**config.mk**
```make
export PLATFORM = sky130hd
export DESIGN_NAME = latched_chan_decoder
export DESIGN_NICKNAME = d
export VERILOG_FILES = /design/src/rtl/chan_dec_pkg.sv /design/src/rtl/cd_sel_latch.sv /design/src/rtl/cd_onehot.sv /design/src/rtl/cd_bbm_seq.sv /design/src/rtl/latched_chan_decoder.sv
export SDC_FILE = /design/constraint.sdc
export NUM_CORES = 1
export LEC_CHECK = 0
export ABC_AREA = 1
export BUFFER_PORTS_ARGS = -buffer_cell sky130_fd_sc_hd__buf_4
export CAP_MARGIN = 0
export CORE_MARGIN = 2
export CORE_UTILIZATION = 45
export DETAILED_ROUTE_END_ITERATION = 10
export PLACE_DENSITY = 0.67
export SYNTH_ARGS = -nofsm -noshare
export SYNTH_HDL_FRONTEND = slang
export SYNTH_HIERARCHICAL = 1
export SYNTH_SLANG_ARGS = --single-unit
export TNS_END_PERCENT = 1
```
**constraint.sdc**
```tcl
create_clock -name clk -period 1.8 [get_ports clk]
set_input_delay 0.18 -clock clk [delete_from_list [all_inputs] [get_ports clk]]
set_output_delay 0.18 -clock clk [all_outputs]
set_load 0.1 [all_outputs]
```
**src/rtl/chan_dec_pkg.sv**
```systemverilog
package chan_dec_pkg;
  localparam int SEL_W = 3;
  localparam int A_W   = 8;
  localparam int B_W   = 4;

  // binary code to one-hot, eight lanes
  function automatic logic [A_W-1:0] onehot8(input logic [SEL_W-1:0] code);
    logic [A_W-1:0] v;
    v = '0;
    v[code] = 1'b1;
    return v;
  endfunction

  // binary code to one-hot, four lanes
  function automatic logic [B_W-1:0] onehot4(input logic [1:0] code);
    logic [B_W-1:0] v;
    v = '0;
    v[code] = 1'b1;
    return v;
  endfunction

  // the part of the code that is meaningful in the chosen mode
  function automatic logic [SEL_W-1:0] mask_code(input logic [SEL_W-1:0] code,
                                                 input bit dual);
    return dual ? {1'b0, code[1:0]} : code;
  endfunction
endpackage

```
**src/rtl/cd_sel_latch.sv**
```systemverilog
module cd_sel_latch
  import chan_dec_pkg::*;
#(
  parameter bit DUAL = 1'b0
) (
  input  logic             clk,
  input  logic             rst,
  input  logic             open_i,
  input  logic [SEL_W-1:0] sel_i,
  output logic [SEL_W-1:0] held_o
);
  always_ff @(posedge clk) begin
    if (rst) begin
      held_o <= '0;
    end else if (open_i) begin
      held_o <= mask_code(sel_i, DUAL);
    end
  end
endmodule

```
**src/rtl/cd_onehot.sv**
```systemverilog
module cd_onehot
  import chan_dec_pkg::*;
#(
  parameter bit DUAL = 1'b0
) (
  input  logic [SEL_W-1:0] code_i,
  output logic [A_W-1:0]   a_nxt_o,
  output logic [B_W-1:0]   b_nxt_o
);
  generate
    if (DUAL) begin : g_dual
      always_comb begin
        a_nxt_o = {{(A_W-B_W){1'b0}}, onehot4(code_i[1:0])};
        b_nxt_o = onehot4(code_i[1:0]);
      end
    end else begin : g_single
      always_comb begin
        a_nxt_o = onehot8(code_i);
        b_nxt_o = '0;
      end
    end
  endgenerate
endmodule

```
**src/rtl/cd_bbm_seq.sv**
```systemverilog
module cd_bbm_seq
  import chan_dec_pkg::*;
#(
  parameter int GAP_CYCLES = 1,
  parameter int CNT_W      = 1
) (
  input  logic             clk,
  input  logic             rst,
  input  logic             en_ok_i,
  input  logic [SEL_W-1:0] held_i,
  input  logic [A_W-1:0]   a_nxt_i,
  input  logic [B_W-1:0]   b_nxt_i,
  output logic [A_W-1:0]   a_q,
  output logic [B_W-1:0]   b_q,
  output logic             sel_change_o,
  output logic             turn_on_o
);
  localparam logic [CNT_W-1:0] GAP_FULL = CNT_W'(GAP_CYCLES);
  localparam logic [CNT_W-1:0] GAP_LESS = CNT_W'(GAP_CYCLES - 1);

  logic             on_valid;
  logic [SEL_W-1:0] on_code;
  logic [CNT_W-1:0] gap_left;

  assign sel_change_o = on_valid && (held_i != on_code);
  assign turn_on_o    = en_ok_i && !on_valid && (gap_left == '0);

  always_ff @(posedge clk) begin
    if (rst) begin
      on_valid <= 1'b0;
      on_code  <= '0;
      gap_left <= GAP_FULL;
      a_q      <= '0;
      b_q      <= '0;
    end else if (!en_ok_i) begin
      on_valid <= 1'b0;
      gap_left <= GAP_FULL;
      a_q      <= '0;
      b_q      <= '0;
    end else if (sel_change_o) begin
      on_valid <= 1'b0;
      gap_left <= GAP_LESS;
      a_q      <= '0;
      b_q      <= '0;
    end else if (turn_on_o) begin
      on_valid <= 1'b1;
      on_code  <= held_i;
      a_q      <= a_nxt_i;
      b_q      <= b_nxt_i;
    end else if (!on_valid) begin
      gap_left <= gap_left - 1'b1;
    end
  end
endmodule

```
**src/rtl/latched_chan_decoder.sv**
```systemverilog
module latched_chan_decoder
  import chan_dec_pkg::*;
#(
  parameter bit DUAL_BANK  = 1'b0,
  parameter int GAP_CYCLES = 1
) (
  input  logic       clk,
  input  logic       rst,
  input  logic [2:0] sel_in,
  input  logic       latch_open,
  input  logic       en_n,
  input  logic       en_p,
  output logic [7:0] a_on,
  output logic [3:0] b_on
);
  localparam int CNT_W = (GAP_CYCLES < 2) ? 1 : $clog2(GAP_CYCLES + 1);

  logic             en_ok;
  logic [SEL_W-1:0] held_code;
  logic [A_W-1:0]   a_nxt;
  logic [B_W-1:0]   b_nxt;
  logic             sel_change;
  logic             turn_on;

  assign en_ok = !en_n && en_p;

  cd_sel_latch #(.DUAL(DUAL_BANK)) u_latch (
    .clk(clk), .rst(rst), .open_i(latch_open), .sel_i(sel_in), .held_o(held_code)
  );

  cd_onehot #(.DUAL(DUAL_BANK)) u_dec (
    .code_i(held_code), .a_nxt_o(a_nxt), .b_nxt_o(b_nxt)
  );

  cd_bbm_seq #(.GAP_CYCLES(GAP_CYCLES), .CNT_W(CNT_W)) u_seq (
    .clk(clk), .rst(rst), .en_ok_i(en_ok), .held_i(held_code),
    .a_nxt_i(a_nxt), .b_nxt_i(b_nxt), .a_q(a_on), .b_q(b_on),
    .sel_change_o(sel_change), .turn_on_o(turn_on)
  );
endmodule

```
==> reports/metrics.yaml <==
critical_path_depth: 7
cts_setup_buffers: 0
seqCellArea_sq_um: 400
core_sq_um: 2170
grt_setup_unrepaired: "no"
gp_congestion: 0.746
clock_skew_ns: 0.00543
fmax_mhz: 794
track_usage: 0.153
crit_arrival_ns: 1.44
setup_tns_ns: 0
syn_avg_cell_area_sq_um: 6.54
area_growth_pct: 14.2
reg2reg_depth: 7
dpl.hpwl_microns: 1210
synth_warnings: 6
cellLeakagePower_nw: 0.569
placementRows: 17
ant_nets: 0
power_density_nw_per_um2: 637
cp_top_family: "simple AND/OR/NAND/NOR gates"
critPathRequiredTime_ns: 1.98
htree_levels: 1
cp-end-kind: "flip-flop"
antenna_found_initial: 0
clk_pin_slew_ns: 0.11
die_y_microns: 51.3
cts_buffer_depth: 2
final_core_util: 0.530
cts.sinks: 20
vias: 857
grt_pass1_wl_microns: 3020
drt_first_iter_violations: 8
grt_pass1_vias: 721
cp.buffers_inverters: 1
period_needed_ns: 1.26
first_pass_iters: 4
cp-start-kind: "flip-flop"
netlist_area_sq_um: 1010
cts-resized-gates: 0
clk_latency_ns: 0.29
routed_wl_microns: 1700
ios: 20
crit_start: "u_latch/held_o[0]"
nFillCells: 238
antenna_cells: 0
fin_nets: 182
grt_max_degree: 20
initial_core_util: 0.464
worstPathCellList: "inv_1, nand2_1, nand2_1, nand3_1, nand2_1, nand2_2, nor2_1"
timing.rr.end: "u_seq/a_q[3]"
maxCapViolCount: 0
cts_tree: "built"
avgViaCountPerCell: 4.29
hold_slack_ns: 0.0947
io_buffers: 19
cts-root-buf: "clkbuf_4"
drc: 0
hold_viol: 0
cts_inserted_buffers: 3
outcome: "complete, no violations"
vdd_drop_max_mv: 0.450
timing.critical_path.mode_cell: "nand2_1"
wl_per_cell_microns: 8.48
drive_gt1_frac: 0.227
cp_max_fo: 13
min_from: "rst"
r2r_setup_slack_ns: 0.54
dieArea_sq_um: 2630
endpoint: "u_seq/a_q[3]"
cp_slowest_cell: "dfxtp_1"
postCtsHoldBufs: 0
setup-violations-final: 0
grt_overflow: 0
slew_viol_final: 0
fin_crit_sh: 0.699
critPathKind: "reg2reg"
multi_input_area_sq_um: 439
synth_cells: 154
rr_startpoint: "u_latch/held_o[0]"
max_stage_delay_ns: 0.49
min_path_type: "in2reg"
die_w_microns: 51.3
[stage by stage]
stage / total power [mW] / std cells / setup slack (ns) / instance area [sq um]
2_1_floorplan: 0.525 / 157 / 0.499 / 1020
3_3_place_gp: 0.538 / 197 / 0.586 / 1130
3_5_place_dp: 0.540 / 197 / 0.530 / 1130
4_1_cts: 0.743 / 200 / 0.528 / 1150
5_1_grt: 0.773 / 200 / 0.378 / 1150
6_report: 0.733 / 200 / 0.541 / 1150
[registers in the layout, summed over array words and instances (netlist names)]
signal / count
u_seq/a_q: 8
u_seq/b_q: 4
u_latch/held_o: 3
u_seq/on_code: 3
u_seq/gap_left: 1
u_seq/on_valid: 1
[worst min-delay path by stage]
| stage | endpoint | slack [ns] | cells past startpoint |
|---|---|---|---|
| finish | u_seq/on_code[0] | 0.09 | 2 |
| CTS | u_seq/on_code[0] | 0.09 | 2 |
| global placement | u_seq/on_code[1] | 0.40 | 2 |
| detailed placement | u_seq/on_code[0] | 0.40 | 2 |
| floorplan | u_seq/on_code[0] | 0.26 | 1 |
| global route | u_seq/on_code[2] | 0.08 | 2 |
[final cells by class]
type	instances	share of cell area
Multi-Input combinational cell	102	0.382
Sequential cell	20	0.348
Timing Repair Buffer	19	0.124
Inverter	28	0.0958
Tap cell	28	0.0305
Clock buffer	3	0.0196
[where the power goes]
group | total [mW] | internal (mW) | switching [mW] | leakage (nW)
clock | 0.203 | 0.0776 | 0.126 | 0.0138
combinational | 0.0688 | 0.0269 | 0.0419 | 0.393
sequential | 0.461 | 0.450 | 0.0108 | 0.162
total | 0.733 | 0.554 | 0.178 | 0.569
[routing by layer]
layer / global-route usage / up-vias / share of wire
li1: - / 471 / -
met1: 0.205 / 370 / 0.48
met2: 0.240 / 14 / 0.47
met3: 0.0263 / 2 / 0.037
met4: 0.0658 / 0 / 0.0094
met5: 0 / - / 0
[cell usage in the layout, fill, tap and decap left out]
cell and n:
nand2_1 54, inv_1 26, nor2_1 24, dfxtp_1 20
buf_4 19, nor2_2 10, conb_1 4, nand2_2 4
clkbuf_4 3, a211oi_1 3, inv_2 1, nand2_4 1
inv_6 1, nand3_1 1, o21ai_0 1
Note: power is estimated with default switching activity, not from simulation.
